==> src/rtl/mbist_burst_pkg.sv <==
package mbist_burst_pkg;

    typedef enum logic [2:0] {
        ST_IDLE,
        ST_REQ,
        ST_SAVE,
        ST_WPAT,
        ST_RPAT,
        ST_WINV,
        ST_RINV,
        ST_REST
    } mb_state_e;

    function automatic logic is_access(mb_state_e s);
        return s inside {ST_SAVE, ST_WPAT, ST_RPAT, ST_WINV, ST_RINV, ST_REST};
    endfunction

    function automatic logic is_write(mb_state_e s);
        return s inside {ST_WPAT, ST_WINV, ST_REST};
    endfunction

    function automatic logic is_check(mb_state_e s);
        return s inside {ST_RPAT, ST_RINV};
    endfunction

endpackage

==> src/rtl/mbist_pattern_gen.sv <==
// Checkerboard word: even bits set, flipped for odd addresses and for the inverse phase.
module mbist_pattern_gen #(
    parameter int DW = 16
) (
    input  logic          addr_lsb_i,
    input  logic          inv_i,
    output logic [DW-1:0] data_o
);
    logic flip;
    assign flip = addr_lsb_i ^ inv_i;

    for (genvar b = 0; b < DW; b++) begin : g_bit
        localparam logic EVEN = ((b % 2) == 0);
        assign data_o[b] = EVEN ^ flip;
    end
endmodule

==> src/rtl/mbist_save_buf.sv <==
// Holds the original words of the current window until restore.
module mbist_save_buf #(
    parameter  int WIN = 4,
    parameter  int DW  = 16,
    localparam int IW  = $clog2(WIN)
) (
    input  logic          clk_i,
    input  logic          rst_ni,
    input  logic          wr_en_i,
    input  logic [IW-1:0] wr_idx_i,
    input  logic [DW-1:0] wr_data_i,
    input  logic [IW-1:0] rd_idx_i,
    output logic [DW-1:0] rd_data_o
);
    logic [WIN-1:0][DW-1:0] slots;

    for (genvar s = 0; s < WIN; s++) begin : g_slot
        logic [DW-1:0] slot_d, slot_q;

        always_comb begin
            slot_d = slot_q;
            if (wr_en_i && (wr_idx_i == IW'(s))) slot_d = wr_data_i;
        end

        always_ff @(posedge clk_i or negedge rst_ni) begin
            if (!rst_ni) slot_q <= '0;
            else         slot_q <= slot_d;
        end

        assign slots[s] = slot_q;
    end

    assign rd_data_o = slots[rd_idx_i];
endmodule

==> src/rtl/mbist_win_ptr.sv <==
// Base address of the next window; steps by WIN and wraps to zero.
module mbist_win_ptr #(
    parameter int AW  = 6,
    parameter int WIN = 4
) (
    input  logic          clk_i,
    input  logic          rst_ni,
    input  logic          adv_i,
    input  logic          clr_i,
    output logic [AW-1:0] base_o,
    output logic          last_o
);
    localparam int            DEPTH     = 1 << AW;
    localparam logic [AW-1:0] LAST_BASE = AW'(DEPTH - WIN);
    localparam logic [AW-1:0] STEP      = AW'(WIN);

    logic [AW-1:0] base_d, base_q;

    always_comb begin
        base_d = base_q;
        if (clr_i)      base_d = '0;
        else if (adv_i) base_d = (base_q == LAST_BASE) ? '0 : base_q + STEP;
    end

    always_ff @(posedge clk_i or negedge rst_ni) begin
        if (!rst_ni) base_q <= '0;
        else         base_q <= base_d;
    end

    assign base_o = base_q;
    assign last_o = (base_q == LAST_BASE);
endmodule

==> src/rtl/mbist_cmp.sv <==
// One-cycle-delayed compare of read data and sticky first-failure capture.
module mbist_cmp #(
    parameter int AW = 6,
    parameter int DW = 16
) (
    input  logic          clk_i,
    input  logic          rst_ni,
    input  logic          chk_i,
    input  logic [AW-1:0] addr_i,
    input  logic [DW-1:0] exp_i,
    input  logic [DW-1:0] rdata_i,
    output logic          fail_o,
    output logic [AW-1:0] fail_addr_o,
    output logic [DW-1:0] fail_data_o
);
    typedef struct packed {
        logic          vld;
        logic [AW-1:0] addr;
        logic [DW-1:0] exp;
        logic          fail;
        logic [AW-1:0] faddr;
        logic [DW-1:0] fdata;
    } cmp_t;

    cmp_t c_d, c_q;

    always_comb begin
        c_d      = c_q;
        c_d.vld  = chk_i;
        c_d.addr = addr_i;
        c_d.exp  = exp_i;
        if (c_q.vld && (rdata_i != c_q.exp) && !c_q.fail) begin
            c_d.fail  = 1'b1;
            c_d.faddr = c_q.addr;
            c_d.fdata = rdata_i;
        end
    end

    always_ff @(posedge clk_i or negedge rst_ni) begin
        if (!rst_ni) c_q <= '0;
        else         c_q <= c_d;
    end

    assign fail_o      = c_q.fail;
    assign fail_addr_o = c_q.faddr;
    assign fail_data_o = c_q.fdata;
endmodule

==> src/rtl/mbist_burst_ctrl.sv <==
module mbist_burst_ctrl
    import mbist_burst_pkg::*;
#(
    parameter int AW  = 6,
    parameter int DW  = 16,
    parameter int WIN = 4
) (
    input  logic          clk_i,
    input  logic          rst_ni,
    input  logic          test_en_i,
    input  logic          destr_mode_i,
    output logic          req_o,
    input  logic          gnt_i,
    output logic          mem_en_o,
    output logic          mem_we_o,
    output logic [AW-1:0] mem_addr_o,
    output logic [DW-1:0] mem_wdata_o,
    input  logic [DW-1:0] mem_rdata_i,
    output logic          pass_done_o,
    output logic          fail_o,
    output logic [AW-1:0] fail_addr_o,
    output logic [DW-1:0] fail_data_o
);
    localparam int            DEPTH    = 1 << AW;
    localparam int            IW       = $clog2(WIN);
    localparam logic [AW:0]   LAST_ALL = (AW+1)'(DEPTH - 1);
    localparam logic [AW:0]   LAST_WIN = (AW+1)'(WIN - 1);

    typedef struct packed {
        mb_state_e     st;
        logic [AW:0]   idx;
        logic          destr;
        logic          done;
        logic          sv_vld;
        logic [IW-1:0] sv_idx;
    } ctl_t;

    ctl_t r_d, r_q;

    logic          acc, wr, chk, inv, at_end;
    logic          ptr_adv, ptr_clr, win_last;
    logic [AW-1:0] win_base, eff_base, cur_addr;
    logic [DW-1:0] pat_word, buf_word;

    mbist_win_ptr #(.AW(AW), .WIN(WIN)) u_ptr (
        .clk_i  (clk_i),
        .rst_ni (rst_ni),
        .adv_i  (ptr_adv),
        .clr_i  (ptr_clr),
        .base_o (win_base),
        .last_o (win_last)
    );

    mbist_pattern_gen #(.DW(DW)) u_pat (
        .addr_lsb_i (cur_addr[0]),
        .inv_i      (inv),
        .data_o     (pat_word)
    );

    mbist_save_buf #(.WIN(WIN), .DW(DW)) u_buf (
        .clk_i     (clk_i),
        .rst_ni    (rst_ni),
        .wr_en_i   (r_q.sv_vld),
        .wr_idx_i  (r_q.sv_idx),
        .wr_data_i (mem_rdata_i),
        .rd_idx_i  (r_q.idx[IW-1:0]),
        .rd_data_o (buf_word)
    );

    mbist_cmp #(.AW(AW), .DW(DW)) u_cmp (
        .clk_i       (clk_i),
        .rst_ni      (rst_ni),
        .chk_i       (chk),
        .addr_i      (cur_addr),
        .exp_i       (pat_word),
        .rdata_i     (mem_rdata_i),
        .fail_o      (fail_o),
        .fail_addr_o (fail_addr_o),
        .fail_data_o (fail_data_o)
    );

    // Datapath decode of the current phase.
    always_comb begin
        acc      = is_access(r_q.st);
        wr       = is_write(r_q.st);
        chk      = is_check(r_q.st);
        inv      = (r_q.st == ST_WINV) || (r_q.st == ST_RINV);
        eff_base = r_q.destr ? '0 : win_base;
        cur_addr = eff_base + r_q.idx[AW-1:0];
        at_end   = (r_q.idx == (r_q.destr ? LAST_ALL : LAST_WIN));
    end

    // Sequencer next-state.
    always_comb begin
        r_d        = r_q;
        r_d.done   = 1'b0;
        r_d.sv_vld = (r_q.st == ST_SAVE);
        r_d.sv_idx = r_q.idx[IW-1:0];
        ptr_adv    = 1'b0;
        ptr_clr    = 1'b0;
        unique case (r_q.st)
            ST_IDLE: begin
                if (test_en_i) r_d.st = ST_REQ;
            end
            ST_REQ: begin
                if (gnt_i) begin
                    r_d.destr = destr_mode_i;
                    r_d.idx   = '0;
                    r_d.st    = destr_mode_i ? ST_WPAT : ST_SAVE;
                end
            end
            default: begin
                if (!at_end) begin
                    r_d.idx = r_q.idx + 1'b1;
                end else begin
                    r_d.idx = '0;
                    unique case (r_q.st)
                        ST_SAVE: r_d.st = ST_WPAT;
                        ST_WPAT: r_d.st = ST_RPAT;
                        ST_RPAT: r_d.st = ST_WINV;
                        ST_WINV: r_d.st = ST_RINV;
                        ST_RINV: begin
                            if (r_q.destr) begin
                                r_d.st   = ST_IDLE;
                                r_d.done = 1'b1;
                                ptr_clr  = 1'b1;
                            end else begin
                                r_d.st = ST_REST;
                            end
                        end
                        ST_REST: begin
                            r_d.st   = ST_IDLE;
                            r_d.done = win_last;
                            ptr_adv  = 1'b1;
                        end
                        default: r_d.st = ST_IDLE;
                    endcase
                end
            end
        endcase
    end

    always_ff @(posedge clk_i or negedge rst_ni) begin
        if (!rst_ni) begin
            r_q       <= '0;
            r_q.st    <= ST_IDLE;
        end else begin
            r_q <= r_d;
        end
    end

    assign req_o       = (r_q.st != ST_IDLE);
    assign mem_en_o    = acc;
    assign mem_we_o    = wr;
    assign mem_addr_o  = acc ? cur_addr : '0;
    assign mem_wdata_o = !wr ? '0 : ((r_q.st == ST_REST) ? buf_word : pat_word);
    assign pass_done_o = r_q.done;
endmodule

==> config.mk <==
export PLATFORM = sky130hd
export DESIGN_NAME = mbist_burst_ctrl
export DESIGN_NICKNAME = d
export VERILOG_FILES = /design/src/rtl/mbist_burst_pkg.sv /design/src/rtl/mbist_pattern_gen.sv /design/src/rtl/mbist_save_buf.sv /design/src/rtl/mbist_win_ptr.sv /design/src/rtl/mbist_cmp.sv /design/src/rtl/mbist_burst_ctrl.sv
export SDC_FILE = /design/constraint.sdc
export NUM_CORES = 1
export LEC_CHECK = 0
export BUFFER_PORTS_ARGS = -buffer_cell sky130_fd_sc_hd__buf_2
export CAP_MARGIN = 0
export CORE_MARGIN = 2
export CORE_UTILIZATION = 35
export CTS_CLUSTER_DIAMETER = 40
export DETAILED_ROUTE_END_ITERATION = 8
export PLACE_DENSITY = 0.62
export SETUP_SLACK_MARGIN = 0.5
export SLEW_MARGIN = 20
export SYNTH_ARGS = -nofsm -noshare
export SYNTH_HDL_FRONTEND = slang
export SYNTH_SLANG_ARGS = --single-unit
==> constraint.sdc <==
create_clock -name clk_i -period 2.49 [get_ports clk_i]
set_input_delay 0.498 -clock clk_i [delete_from_list [all_inputs] [get_ports clk_i]]
set_output_delay 0.498 -clock clk_i [all_outputs]
set_load 0.02 [all_outputs]
==> impl_table.tex <==
\begin{tabular}{lr}
\hline
Metric & Value \\
\hline
\multicolumn{2}{l}{\textbf{Global route}} \\
\quad Total global routing track utilization & between 10\% and 20\% \\
\quad Initial antenna violation count & 1 \\
\quad Vias in the first global route & 3931 \\
\quad Sum of overflow across all layers after global routing & 0 \\
\quad Wire length of the first global-routing pass & 20800 um \\
\quad Largest net degree at the start of global routing & 56 \\
\multicolumn{2}{l}{\textbf{Setup path}} \\
\quad Sequence of cells on the critical path & buf\_6 -> nor2b\_1 -> ha\_1 -> a21oi\_2 -> xor2\_1 -> and2\_4 -> buf\_6 \\
\quad CP dominant cell by count & buf\_6 \\
\quad Worst Path Max Fanout & 3 \\
\quad Delay of the slowest cell on the worst path & about 0.43 ns \\
\quad Critical setup path kind & register to output pin \\
\quad Startpoint types & register \\
\quad Critical Path AT & 2.02 ns \\
\quad Cell with the largest stage delay on the worst path & dfrtp\_1 \\
\quad Worst path required time & slightly below 2 ns \\
\quad Sort of element at the end of the critical path & output pin \\
\multicolumn{2}{l}{\textbf{Clocking}} \\
\quad Clock-pin slew on the worst setup and hold paths & approximately 0.060 ns \\
\quad Library cell used as clock root buffer & clkbuf\_16 \\
\quad Maximum level of the CTS H-tree & 4 \\
\quad CTS Buf Count & 17 \\
\quad Number of buffers inserted for hold repair after clock tree synthesis & 0 \\
\quad Latest clock arrival within the worst-skew pair & 0.42 ns \\
\quad TritonCTS clock tree & done \\
\quad Number of clock sinks seen by CTS & between 100 and 150 \\
\quad Maximum number of buffers from clock root to sink & 2 \\
\multicolumn{2}{l}{\textbf{Logic synthesis}} \\
\quad Sequential-to-total area share from yosys stat & between 50\% and 60\% \\
\quad Net count of the mapped netlist & 451 \\
\quad Number of synthesized register bits & 115 \\
\quad Mapped cell area & 5450 sq um \\
\quad Most frequently used flop master after synthesis & dfrtp\_1 \\
\quad Count of flip-flops with a built-in enable after synthesis & 0 \\
\quad Async SR Flop Fraction & between 90\% and 100\% \\
\quad Count of cell types in the netlist & between 40 and 50 \\
\quad Gate count after technology mapping & about 420 \\
\quad Post-synthesis area per instance & 12.9 sq um \\
\quad Yosys warnings & 0 \\
\multicolumn{2}{l}{\textbf{Floorplanning}} \\
\quad DIE HEIGHT & about 130 um \\
\quad Rows & 45 \\
\quad Floorplan die width & approximately 130 um \\
\quad Total Die Area & around 17000 sq um \\
\quad Placeable Area & 15200 sq um \\
\quad Initial core utilization & 35.8\% \\
\quad \# IOs & 70 \\
\multicolumn{2}{l}{\textbf{Power and ir drop}} \\
\quad Standby leakage power & 3.24 nW \\
\quad Cell Pwr Density & between 1000 and 1500 nW/um\^{}2 \\
\quad Worst voltage drop across the vdd grid & 607 uV \\
\multicolumn{2}{l}{\textbf{Hold path}} \\
\quad Path category of the worst min-delay check & primary input to async pin \\
\multicolumn{2}{l}{\textbf{Layout}} \\
\quad Final Net Count & 545 \\
\quad Ratio of cells with drive above 1 in the final layout & 55.1\% \\
\quad Post-route design area & 7230 sq um \\
\quad Area growth, synth to finish & 32.7\% \\
\multicolumn{2}{l}{\textbf{Placed design}} \\
\quad Sum of net half-perimeters after detailed placement & 8390 um \\
\quad \# port buffers & 69 \\
\quad Dpl ws & 0.112 ns \\
\quad Weighted congestion at the end of routability-driven global placement & 0.771 \\
\quad Instance area after placement & 5980 sq um \\
\multicolumn{2}{l}{\textbf{Detailed routing}} \\
\quad Antenna-violating nets left & 0 \\
\quad Starting DRT DRC Count & 217 \\
\quad Total wire length & around 13000 um \\
\quad Vias & 3687 \\
\quad Count of TritonRoute iterations in the first routing pass & 4 \\
\quad Post-route DRC violation count & 0 \\
\quad Routed wire length per instance & 18.3 um \\
\quad Vias per std cell & 5.13 \\
\multicolumn{2}{l}{\textbf{STA}} \\
\quad RSZ-0062 raised after global routing & true \\
\quad Number of pins exceeding their max-slew limit in the final report & 0 \\
\quad Hold slack & 0.00790 ns \\
\quad Final Skew & 0.00970 ns \\
\quad Fmax & 397 MHz \\
\quad Final clock period utilization by the worst path & 101\% \\
\quad Total setup violations reported at the end of the flow & 1 \\
\quad Endpoints failing hold & 0 \\
\quad Clock period minus worst slack & 2.52 ns \\
\quad Setup WS post-layout & -0.0266 ns \\
\multicolumn{2}{l}{\textbf{Run status}} \\
\quad Violations in the final reports & setup timing \\
\quad Result of the run & finished with violations \\
\multicolumn{2}{l}{\textbf{Flow run}} \\
\quad Max-Cap Viols & 0 \\
\hline
\end{tabular}
==> timing repair <==
action / 4_1_cts / 5_1_grt
gates cloned: 1 / 1
setup buffers: 17 / 7
pin swaps: 15 / 26
setup endpoints to repair: 37 / 61
gates resized for setup: 87 / 44
==> sequential cells by signal (all words and copies together), names as in the netlist, 2 cells and up <==
| signal | cells |
|---|---|
| r_d | 2 |
| u_cmp.c_q | 9 |
| u_ptr.base_o | 4 |
| r_q | 12 |
| u_buf.g_slot.slot_q | 64 |
| u_cmp.fail_data_o | 16 |
| u_cmp.fail_addr_o | 6 |
==> area by class of cell <==
class	count	area, sq um
fillers	1283	7970
flip-flops and latches	115	2890
multi-input cells	262	2570
repair buffers	115	916
clock buffers	17	425
well taps	188	235
clock inverters	15	170
inverters	5	22.5
repair inverters	1	7.51
diodes	1	2.50
==> path summary, 6_finish.rpt <==
path	from	end	slack [ns]	cells past startpoint
setup / recovery	r_q[4]	mem_addr_o[5]	-0.03	7
hold / removal	rst_ni	u_buf.g_slot[1].slot_q[3]	0.008	1
setup reg to reg	r_q[8]	u_ptr.base_o[4]	0.25	7
hold reg to reg	u_cmp.c_q[39]	u_cmp.fail_addr_o[0]	0.46	1
max in group asynchronous	rst_ni	r_q[13]	1.69	2
min in group clk_i	destr_mode_i	r_q[4]	0.36	3
==> per-layer routing <==
| layer | part of all wire, % | wire, um | track usage (%) |
|---|---|---|---|
| met2 | 52 | 6850 | 27.8 |
| met5 | 0 | 0 | 0 |
| met4 | 1.6 | 214 | 6.07 |
| met1 | 42 | 5530 | 20.2 |
| met3 | 4.2 | 556 | 4.45 |
==> cells by family (layout without fill, tap and decap cells) <==
group / after synthesis / in the layout / synth area share (%)
AND/OR/NAND/NOR: 104 / 104 / 10.1
adder cells (fa/ha/maj): 7 / 7 / 1.61
buffers and inverters: 47 / 153 / 5.10
flip-flops: 115 / 115 / 52.8
multiplexers: 105 / 105 / 25.0
AO/OA/AOI/OAI: 37 / 38 / 4.16
XOR/XNOR: 7 / 7 / 1.13
other: 1 / 2 / 0.0688
==> power by group <==
| group | internal [W] | switching [W] | total [W] |
|---|---|---|---|
| Combinational | 0.00240 | 0.00218 | 0.00457 |
| Sequential | 0.00274 | 0.000506 | 0.00324 |
| Clock | 0.00150 | 0.000952 | 0.00245 |
==> layout by cell type, fill, tap and decap left out, types with 3 or more instances in the layout <==
master      netlist  routed
dfrtp_1         115     109
mux2_2           67      66
buf_2             3      43
buf_4            22      42
nor2_1           38      25
buf_6             2      24
mux2_1           22      22
clkbuf_16         0      17
mux4_2           16      16
nor2_2            0      12
nand2_1          12       9
nand3_1          10       9
a21oi_2           0       8
o21ai_0          13       8
inv_6             0       7
nor2b_1           9       6
dfrtp_2           0       6
and2_4            0       5
buf_12            0       5
a21o_1            4       4
xnor2_1           4       4
clkinvlp_4        0       4
inv_1             5       4
ha_1              7       4
and2_1            8       3
and3_1            3       3
or3_1             5       3
nand3b_1          3       3
o21ai_1           0       3
ha_4              0       3
==> cells in the mapped netlist (all sizes together), types with 4 or more instances <==
| cell type | count | area (sq um) |
|---|---|---|
| and2 | 8 | 50.1 |
| clkbuf | 15 | 56.3 |
| nand2 | 12 | 45.0 |
| xnor2 | 4 | 35.0 |
| nand3b | 4 | 33.8 |
| or3 | 5 | 31.3 |
| a21oi | 11 | 55.1 |
| ha | 7 | 87.6 |
| nor2 | 38 | 143 |
| dfrtp | 115 | 2880 |
| mux2 | 89 | 1000 |
| o21ai | 13 | 65.1 |
| nand3 | 10 | 50.1 |
| buf | 27 | 203 |
| mux4 | 16 | 360 |
| nor2b | 9 | 56.3 |
| a21o | 4 | 30.0 |
| inv | 5 | 18.8 |
==> worst max-delay path: cells and delay by family, from the launching register on <==
| family | cells | cell delay [ns] |
|---|---|---|
| AND/OR/NAND/NOR | 2 | 0.28 |
| adder cells (fa/ha/maj) | 1 | 0.27 |
| XOR/XNOR | 1 | 0.20 |
| buffers and inverters | 2 | 0.25 |
| flip-flops | 1 | 0.43 |
| AO/OA/AOI/OAI | 1 | 0.16 |
==> metrics by stage <==
step / utilization (%) / setup TNS [ns] / std cells / total power (W)
after global routing: 47.6 / -0.102 / 718 / 0.0108
after CTS: 46.1 / -0.00709 / 710 / 0.0100
after global placement: 39.3 / 0 / 660 / 0.00663
after detailed placement: 39.3 / 0 / 660 / 0.00677
after floorplan: - / 0 / 423 / 0.00589
final: 47.6 / -0.0266 / 719 / 0.0103
No activity file was read; power rests on OpenSTA's default activity.
